===== config.mk =====
export PLATFORM = sky130hd
export DESIGN_NAME = dac_serial_tx
export DESIGN_NICKNAME = d
export VERILOG_FILES = /design/src/rtl/dac_tx_pkg.sv /design/src/rtl/dac_tx_bitdiv.sv /design/src/rtl/dac_tx_framer.sv /design/src/rtl/dac_tx_shifter.sv /design/src/rtl/dac_serial_tx.sv
export SDC_FILE = /design/constraint.sdc
export NUM_CORES = 1
export LEC_CHECK = 0
export BUFFER_PORTS_ARGS = -buffer_cell sky130_fd_sc_hd__buf_2
export CORE_MARGIN = 4
export CORE_UTILIZATION = 40
export DETAILED_ROUTE_END_ITERATION = 7
export GPL_ROUTABILITY_DRIVEN = 1
export SYNTH_ARGS = -nofsm -noshare
export SYNTH_HDL_FRONTEND = slang
export SYNTH_HIERARCHICAL = 1
export SYNTH_SLANG_ARGS = --single-unit

===== constraint.sdc =====
create_clock -name clk -period 3.6 [get_ports clk]
set_input_delay 0.54 -clock clk [delete_from_list [all_inputs] [get_ports clk]]
set_output_delay 0.54 -clock clk [all_outputs]
set_load 0.05 [all_outputs]

===== src/rtl/dac_tx_pkg.sv =====
package dac_tx_pkg;

  // strobes produced by the bit-clock divider, one master cycle wide
  typedef struct packed {
    logic slot_pre_end;  // next-to-last master cycle of a bit slot
    logic slot_end;      // last master cycle of a bit slot
  } bit_tick_t;

  // strobes produced by the frame sequencer, one master cycle wide
  typedef struct packed {
    logic req_cycle;     // cycle in which the FIFO may be read
    logic load_cycle;    // cycle whose closing edge loads the shifter
  } frame_tick_t;

  function automatic int safe_clog2(input int n);
    return (n < 2) ? 1 : $clog2(n);
  endfunction

endpackage


===== src/rtl/dac_tx_bitdiv.sv =====
module dac_tx_bitdiv
  import dac_tx_pkg::*;
#(
  parameter int BIT_HALF = 12
) (
  input  logic      clk,
  input  logic      rst,
  output logic      bclk,
  output bit_tick_t tick
);

  localparam int BIT_PERIOD = 2 * BIT_HALF;
  localparam int PH_W       = safe_clog2(BIT_PERIOD);

  logic [PH_W-1:0] ph_q;
  logic            bclk_q;
  logic            at_last;
  logic            at_mid;
  logic            at_pre;

  assign at_last = (ph_q == PH_W'(BIT_PERIOD - 1));
  assign at_mid  = (ph_q == PH_W'(BIT_HALF - 1));
  assign at_pre  = (ph_q == PH_W'(BIT_PERIOD - 2));

  always_ff @(posedge clk) begin
    if (rst) begin
      ph_q <= '0;
    end else if (at_last) begin
      ph_q <= '0;
    end else begin
      ph_q <= ph_q + 1'b1;
    end
  end

  // bclk is its own register so the pin never decodes the counter
  always_ff @(posedge clk) begin
    if (rst) begin
      bclk_q <= 1'b0;
    end else if (at_mid) begin
      bclk_q <= 1'b1;
    end else if (at_last) begin
      bclk_q <= 1'b0;
    end
  end

  assign bclk              = bclk_q;
  assign tick.slot_end     = at_last;
  assign tick.slot_pre_end = at_pre;


  bclk_low_half_chk: assert property (@(posedge clk) disable iff (rst)
    (ph_q < PH_W'(BIT_HALF)) |-> !bclk_q);


  bclk_high_half_chk: assert property (@(posedge clk) disable iff (rst)
    (ph_q >= PH_W'(BIT_HALF)) |-> bclk_q);

endmodule


===== src/rtl/dac_tx_framer.sv =====
module dac_tx_framer
  import dac_tx_pkg::*;
#(
  parameter int SLOTS = 16
) (
  input  logic        clk,
  input  logic        rst,
  input  bit_tick_t   btick,
  output logic        lrclk,
  output frame_tick_t ftick
);

  localparam int SL_W       = safe_clog2(SLOTS);
  localparam int HALF_SLOTS = SLOTS / 2;

  logic [SL_W-1:0] slot_q;
  logic            lr_q;
  logic            last_slot;

  assign last_slot = (slot_q == SL_W'(SLOTS - 1));

  // reset lands mid-frame so the frame clock starts low
  always_ff @(posedge clk) begin
    if (rst) begin
      slot_q <= SL_W'(HALF_SLOTS);
    end else if (btick.slot_end) begin
      if (last_slot) begin
        slot_q <= '0;
      end else begin
        slot_q <= slot_q + 1'b1;
      end
    end
  end

  always_ff @(posedge clk) begin
    if (rst) begin
      lr_q <= 1'b0;
    end else if (btick.slot_end) begin
      if (last_slot) begin
        lr_q <= 1'b1;
      end else if (slot_q == SL_W'(HALF_SLOTS - 1)) begin
        lr_q <= 1'b0;
      end
    end
  end

  assign lrclk            = lr_q;
  assign ftick.req_cycle  = last_slot && btick.slot_pre_end;
  assign ftick.load_cycle = last_slot && btick.slot_end;


  lr_level_chk: assert property (@(posedge clk) disable iff (rst)
    lr_q == (slot_q < SL_W'(HALF_SLOTS)));

endmodule


===== src/rtl/dac_tx_shifter.sv =====
module dac_tx_shifter
  import dac_tx_pkg::*;
#(
  parameter int WORD_W = 16
) (
  input  logic              clk,
  input  logic              rst,
  input  bit_tick_t         btick,
  input  frame_tick_t       ftick,
  input  logic              fifo_empty,
  input  logic [WORD_W-1:0] fifo_rdata,
  output logic              fifo_rd,
  output logic              sdata,
  output logic              underrun
);

  logic [WORD_W-1:0] sreg_q;
  logic              took_q;
  logic              und_q;
  logic              rd_now;

  assign rd_now = ftick.req_cycle && !fifo_empty;

  always_ff @(posedge clk) begin
    if (rst) begin
      took_q <= 1'b0;
      und_q  <= 1'b0;
    end else begin
      took_q <= rd_now;
      und_q  <= ftick.req_cycle && fifo_empty;
    end
  end

  always_ff @(posedge clk) begin
    if (rst) begin
      sreg_q <= '0;
    end else if (ftick.load_cycle) begin
      sreg_q <= took_q ? fifo_rdata : '0;
    end else if (btick.slot_end) begin
      sreg_q <= {sreg_q[WORD_W-2:0], 1'b0};
    end
  end

  assign fifo_rd  = rd_now;
  assign sdata    = sreg_q[WORD_W-1];
  assign underrun = und_q;


  rd_single_chk: assert property (@(posedge clk) disable iff (rst)
    fifo_rd |=> !fifo_rd);


  rd_nonempty_chk: assert property (@(posedge clk) disable iff (rst)
    fifo_rd |-> !fifo_empty);


  und_single_chk: assert property (@(posedge clk) disable iff (rst)
    underrun |=> !underrun);


  und_zero_chk: assert property (@(posedge clk) disable iff (rst)
    underrun |=> (sreg_q == '0));

endmodule


===== src/rtl/dac_serial_tx.sv =====
module dac_serial_tx
  import dac_tx_pkg::*;
#(
  parameter int BIT_HALF = 12,
  parameter int WORD_W   = 16
) (
  input  logic              clk,
  input  logic              rst,
  input  logic              fifo_empty,
  input  logic [WORD_W-1:0] fifo_rdata,
  output logic              fifo_rd,
  output logic              bclk,
  output logic              lrclk,
  output logic              sdata,
  output logic              underrun
);

  bit_tick_t   btick;
  frame_tick_t ftick;

  dac_tx_bitdiv #(
    .BIT_HALF(BIT_HALF)
  ) u_bitdiv (
    .clk (clk),
    .rst (rst),
    .bclk(bclk),
    .tick(btick)
  );

  dac_tx_framer #(
    .SLOTS(WORD_W)
  ) u_framer (
    .clk  (clk),
    .rst  (rst),
    .btick(btick),
    .lrclk(lrclk),
    .ftick(ftick)
  );

  dac_tx_shifter #(
    .WORD_W(WORD_W)
  ) u_shifter (
    .clk       (clk),
    .rst       (rst),
    .btick     (btick),
    .ftick     (ftick),
    .fifo_empty(fifo_empty),
    .fifo_rdata(fifo_rdata),
    .fifo_rd   (fifo_rd),
    .sdata     (sdata),
    .underrun  (underrun)
  );


  sdata_edge_chk: assert property (@(posedge clk) disable iff (rst)
    !$stable(sdata) |-> $fell(bclk));


  lr_rise_chk: assert property (@(posedge clk) disable iff (rst)
    $rose(lrclk) |-> $fell(bclk));

endmodule


==> impl_metrics.py, run 1 <==
metrics = {
    "routing": {
        "viasPerCell": 4.995,
        "drtIter0Drc": 49,
        "drc_errors": 0,
        "dr.pass1.iters": 4,
        "routed_wl_mm": 2.608,
        "vias": 999,
        "ant_nets": 0,
        "wl_per_cell_um": 13.04,
    },
    "power_and_ir_drop": {
        "cellLeakagePower_nw": 0.5558,
        "ir_worst_vdd_uv": 197.7,
        "power_w": 0.0005693,
        "powerDensity_nw_per_um2": 366.0,
    },
    "floorplanning": {
        "ioPinCount": 24,
        "die_area_um2": 4496,
        "die_w_um": 67.06,
        "design.core.area_um2": 3363,
        "rows": 21,
        "start_util": 0.4148,
        "die_h_um": 67.06,
    },
    "critical_path": {
        "startpoint_type": "flop",
        "cp-end-kind": "flop",
        "cp_max_fo": 27,
        "crit_required_ps": 3830,
        "r2r-start": "u_bitdiv/ph_q[0]$_SDFF_PP0_",
        "r2r_cells": 5,
        "r2r_setup_slack_ps": 1130,
        "worstSetupPathType": "flop to flop",
        "r2r-end": "u_shifter/sreg_q[12]$_SDFFE_PP0P_",
        "worstPathArrival_ps": 2710,
    },
    "grt": {
        "grt_max_degree": 31,
        "antenna_found_initial": 0,
        "grt_pass1_vias": 959,
        "grt_pass1_wl_mm": 4.402,
        "overflow": 0,
        "grt.total_usage": 0.1300,
    },
    "synth": {
        "synth_seq_cells": 29,
        "async_reset_ff_frac": 0,
        "netlist_instances": 133,
        "yosysSeqAreaShare": 0.4161,
        "synthFlopType": "dfxtp_1",
        "synth_area_um2": 1395,
        "avgSynthCellArea_um2": 10.49,
        "synth_edf_count": 0,
        "yosys_warnings": 6,
        "synth.distinct_cells": 38,
        "syn-num-nets": 155,
    },
    "placement": {
        "dp_slack_ps": 1074,
        "place_inst": 192,
        "portBuffers": 23,
        "finalWeightedCongestion": 0.6889,
        "dp_hpwl_mm": 1.817,
    },
    "timing": {
        "min_period_over_period": 0.6867,
        "worst_pin_slew_ps": 543.1,
        "max_freq_ghz": 0.4045,
        "hold_violations": 0,
        "slew_violations": 0,
        "clock_skew_ps": 9.967,
        "setup_violations": 0,
        "fin_crit_ps": 2472,
        "hold_ws_ps": 407.7,
        "grt_setup_unrepaired": "no",
        "setup_ws_ps": 1128,
        "tns_ps": 0,
        "slew_headroom": 0.6379,
    },
    "cts": {
        "h-tree-depth": 2,
        "ctsRootBufferMaster": "clkbuf_4",
        "tritoncts": "yes",
        "clk_pin_slew_ps": 90,
        "cts_setup_buffers": 0,
        "postCtsHoldBufs": 0,
        "clk_path_buf_depth": 2,
        "cts_resized": 0,
        "cts_sinks": 29,
        "cts_made_buffers": 5,
        "clock_latency_ps": 320,
    },
    "cells_and_area": {
        "drive_gt1_frac": 0.2468,
        "final_common_cell": "dfxtp_1",
        "layout_common_cells": "29 x dfxtp_1, 23 x buf_2, 17 x mux2i_1",
        "diodes": 0,
        "nets": 175,
        "stdcell_count": 200,
        "fillCellCount": 343,
        "synthToLayoutAreaGrowth_pct": 11.48,
    },
    "hold_path": {
        "min_path_type": "input port to flop",
        "worstHoldStart": "fifo_empty",
        "min_path_cells": 2,
        "hold_end": "u_shifter/took_q$_SDFF_PP0_",
    },
    "job": {
        "cap_viol_max_count": 0,
    },
    "status": {
        "status": "finished clean",
    },
}
-- layer usage --
layer,vias to the layer above,track usage,part of all wire
met5,-,0,0
met1,452,0.1524,0.45
met3,5,0.05396,0.047
met2,17,0.2110,0.48
met4,0,0.04557,0.015
li1,525,-,-
-- critical path, stage by stage (launching register included) --
cell,delay [ps]
dfxtp_1,380
ha_1,260
and4b_4,560
and2_1,490
inv_1,380
a211oi_1,320
-- flip-flops by register name, indices dropped and copies added, names as in the netlist --
name,cells
u_bitdiv/bclk,1
u_framer/lrclk,1
u_shifter/underrun,1
u_framer/slot_q,4
u_bitdiv/ph_q,5
u_shifter/took_q,1
u_shifter/sreg_q,16
-- report_power, final --
part	total [W]	internal (W)	switching, W	leakage (nW)
sequential	0.000327	0.000323	0.00000322	0.234
combinational	0.0000230	0.0000115	0.0000114	0.280
clock	0.000220	0.000113	0.000107	0.0413
total	0.000569	0.000448	0.000121	0.556
-- synthesized netlist by cell type (3+ instances only) --
| master | instances | area (um2) |
|---|---|---|
| a211oi_1 | 14 | 105.1 |
| a21boi_0 | 12 | 90.09 |
| a21boi_1 | 3 | 22.52 |
| a21oi_1 | 4 | 20.02 |
| buf_4 | 3 | 22.52 |
| dfxtp_1 | 29 | 580.6 |
| ha_1 | 3 | 37.54 |
| inv_1 | 4 | 15.01 |
| mux2i_1 | 17 | 170.2 |
| nand2b_1 | 3 | 18.77 |
| nand3_1 | 3 | 15.01 |
| nor2_1 | 5 | 18.77 |
-- kinds of logic after synthesis --
logic type	count (synthesis)	share of synthesized area
AOI/OAI and AO/OA	39	0.2170
xor gates and xnor gates	2	0.01256
adders and majority gates	3	0.02691
buffers and inverters	14	0.06995
DFF	29	0.4161
muxes	17	0.1220
and+or+nand+nor	29	0.1354
-- how the worst max path moves through the flow --
stage,start,endpoint
3_5_place_dp,u_bitdiv/ph_q[0]$_SDFF_PP0_,u_shifter/sreg_q[12]$_SDFFE_PP0P_
6_report,u_bitdiv/ph_q[0]$_SDFF_PP0_,u_shifter/sreg_q[12]$_SDFFE_PP0P_
5_1_grt,u_bitdiv/ph_q[0]$_SDFF_PP0_,u_shifter/sreg_q[12]$_SDFFE_PP0P_
4_1_cts,u_bitdiv/ph_q[0]$_SDFF_PP0_,u_shifter/sreg_q[12]$_SDFFE_PP0P_
2_1_floorplan,u_framer/slot_q[0]$_SDFFE_PP0P_,fifo_rd
3_3_place_gp,u_bitdiv/ph_q[0]$_SDFF_PP0_,u_shifter/sreg_q[2]$_SDFFE_PP0P_
-- final cells by class --
type / instances / area (um2) / area share
clock inverter: 1 / 5.005 / 0.003218
timing repair buffer: 23 / 115.1 / 0.07401
tap: 46 / 57.56 / 0.03701
sequential: 29 / 580.6 / 0.3733
inverter: 4 / 15.01 / 0.009654
multi-input combinational: 90 / 716.9 / 0.4610
clock buffer: 7 / 65.06 / 0.04183
-- per-stage QoR --
step                      instance area (um2)    util
final                                    1555  0.4624
after global routing                     1555  0.4624
after CTS                                1555  0.4624
after detailed placement                 1485  0.4416
after global placement                   1485  0.4416
after floorplan                          1395       -
Power figures use the tool's default switching activity.
==> inputs of run 2 (changes only) <==
Settings changed: ABC_AREA set to 1.
Clock period 3.6 ns to 2.4 ns, I/O delays scaled along.
==> impl_metrics.py, run 2 <==
metrics = {
    "status": {
        "status": "finished clean",
    },
    "critical_path": {
        "cp-end-kind": "primary output",
        "startpoint_type": "flop",
        "r2r-start": "u_bitdiv/ph_q[0]$_SDFF_PP0_",
        "worstPathArrival_ps": 1580,
        "worstSetupPathType": "flop to primary output",
        "cp_max_fo": 3,
        "r2r_setup_slack_ps": 470,
        "crit_required_ps": 2040,
        "r2r-end": "u_shifter/sreg_q[9]$_SDFFE_PP0P_",
        "r2r_cells": 12,
    },
    "cts": {
        "clk_pin_slew_ps": 60,
        "clk_path_buf_depth": 2,
        "cts_made_buffers": 5,
        "clock_latency_ps": 280,
        "ctsRootBufferMaster": "clkbuf_8",
        "tritoncts": "yes",
        "cts_setup_buffers": 0,
        "cts_resized": 0,
        "h-tree-depth": 2,
        "postCtsHoldBufs": 0,
        "cts_sinks": 29,
    },
    "timing": {
        "clock_skew_ps": 1.128,
        "worst_pin_slew_ps": 507.6,
        "slew_headroom": 0.6612,
        "grt_setup_unrepaired": "no",
        "setup_violations": 0,
        "max_freq_ghz": 0.5166,
        "tns_ps": 0,
        "slew_violations": 0,
        "min_period_over_period": 0.8065,
        "hold_ws_ps": 267.9,
        "hold_violations": 0,
        "fin_crit_ps": 1936,
    },
    "synth": {
        "avgSynthCellArea_um2": 6.498,
        "synth_top_cell_by_area": "dfxtp_1",
        "synth.distinct_cells": 22,
        "yosysSeqAreaShare": 0.3677,
        "synth_edf_count": 0,
        "yosysMostFrequentCell": "nand2_1",
        "synth_commonest_cells": "62 x nand2_1, 45 x inv_1, 43 x nor2_1",
        "synth_seq_cells": 29,
        "synth_compound_area_frac": 0.02853,
        "yosys_warnings": 6,
        "synthXorXnorAreaFrac": 0,
        "netlist_instances": 243,
        "synth-adder-area-share": 0.02377,
        "synthMuxAreaShare": 0,
        "syn-num-nets": 265,
        "synth_simple_gate_area_frac": 0.4247,
        "netlist.area_leader.share": 0.3677,
        "synth_area_um2": 1579,
        "synth_area_leaders": "dfxtp_1 37%, nand2_1 15%, inv_1 11%, nor2_1 10%, nand2_2 5.9%",
        "synth_top_family_by_area": "simple AND/OR/NAND/NOR gates",
        "async_reset_ff_frac": 0,
        "synthFlopType": "dfxtp_1",
    },
    "cells_and_area": {
        "drive_gt1_frac": 0.2472,
        "nets": 289,
        "final_common_cell": "nand2_1",
        "diodes": 0,
        "fillCellCount": 415,
        "post-route-util": 0.4753,
        "largest_register": "u_shifter/sreg_q",
        "synthToLayoutAreaGrowth_pct": 12.68,
        "layout_common_cells": "62 x nand2_1, 45 x inv_1, 43 x nor2_1",
        "reg_top3": "u_shifter/sreg_q x16, u_bitdiv/ph_q x5, u_framer/slot_q x4",
        "largest_register_ffs": 16,
    },
    "grt": {
        "grt_pass1_wl_mm": 4.726,
        "grt_pass1_vias": 1157,
        "grt.total_usage": 0.1194,
        "overflow": 0,
        "grt_max_degree": 17,
        "antenna_found_initial": 0,
    },
    "power_and_ir_drop": {
        "p_int_w": 0.0007296,
        "ir_worst_vdd_uv": 251.9,
        "switching_share": 0.2109,
        "power_w": 0.0009247,
        "cellLeakagePower_nw": 0.9409,
        "power_switching_w": 0.0001950,
        "combPwrFrac": 0.042,
        "powerDensity_nw_per_um2": 519.7,
        "p_clk_frac": 0.427,
        "p_seq_frac": 0.531,
    },
    "routing": {
        "drtIter0Drc": 83,
        "ant_nets": 0,
        "viasPerCell": 4.263,
        "routed_wl_mm": 2.874,
        "dr.pass1.iters": 4,
        "wl_per_cell_um": 9.124,
        "vias": 1343,
        "drc_errors": 0,
    },
    "floorplanning": {
        "rows": 22,
        "ioPinCount": 24,
        "die_h_um": 70.83,
        "die_w_um": 70.83,
        "die_area_um2": 5017,
        "start_util": 0.4218,
        "design.core.area_um2": 3744,
    },
    "placement": {
        "portBuffers": 23,
        "dp_hpwl_mm": 1.954,
        "finalWeightedCongestion": 0.8350,
    },
    "hold_path": {
        "min_path_type": "input port to flop",
        "worstHoldStart": "fifo_empty",
        "min_path_cells": 2,
        "hold_end": "u_shifter/took_q$_SDFF_PP0_",
    },
    "job": {
        "cap_viol_max_count": 0,
    },
}
## run 2: kinds of logic after synthesis
kind of cell / Yosys count
and+or+nand+nor: 148
buffers and inverters: 54
DFF: 29
AOI/OAI and AO/OA: 9
adders and majority gates: 3
## run 2: worst max-delay path: stages, from the launching register on
cell and delay [ps]:
dfxtp_1 330, inv_1 60, nor2_1 150, and3_2 190, inv_1 30, nor2_1 120
inv_1 70, nor2_1 70, buf_2 260
## run 2: per-layer routing
metal / share of wire / up-vias / track usage
li1: - / 749 / -
met4: 0.022 / 0 / 0.07516
met1: 0.48 / 567 / 0.1393
met3: 0.051 / 7 / 0.04119
met5: 0 / - / 0
met2: 0.44 / 20 / 0.1864
## run 2: final cells by class
type | instances | area (um2) | area share
clock buffer | 7 | 86.33 | 0.04852
timing repair buffer | 24 | 122.6 | 0.06892
multi-input combinational | 160 | 753.2 | 0.4233
tap | 48 | 60.06 | 0.03376
sequential | 29 | 580.6 | 0.3263
inverter | 47 | 176.4 | 0.09916
## run 2: power groups by stage
stage	Sequential (W)	Combinational, W	Clock, W
2_1_floorplan	0.000500	0.0000198	0
3_3_place_gp	0.000501	0.0000395	0
3_5_place_dp	0.000501	0.0000391	0
4_1_cts	0.000491	0.0000393	0.000411
5_1_grt	0.000491	0.0000453	0.000436
6_report	0.000491	0.0000387	0.000395
## run 2: how the worst max path moves through the flow
stage	start	to	slack [ps]	depth (start not counted)
6_report	u_bitdiv/ph_q[4]$_SDFF_PP0_	fifo_rd	460	8
5_1_grt	u_bitdiv/ph_q[0]$_SDFF_PP0_	u_shifter/sreg_q[15]$_SDFFE_PP0P_	190	12
4_1_cts	u_bitdiv/ph_q[4]$_SDFF_PP0_	fifo_rd	450	8
3_5_place_dp	u_bitdiv/ph_q[0]$_SDFF_PP0_	u_shifter/sreg_q[9]$_SDFFE_PP0P_	470	12
3_3_place_gp	u_bitdiv/ph_q[0]$_SDFF_PP0_	u_shifter/sreg_q[9]$_SDFFE_PP0P_	530	12
2_1_floorplan	u_bitdiv/ph_q[4]$_SDFF_PP0_	fifo_rd	450	8
## run 2: through the flow
stage	cell area [um2]	std cells	setup slack, ps
after floorplan	1579	243	450.9
after global placement	1693	308	525.7
after detailed placement	1693	308	471.9
after CTS	1779	315	447.3
after global routing	1779	315	186.6
final	1779	315	464.4
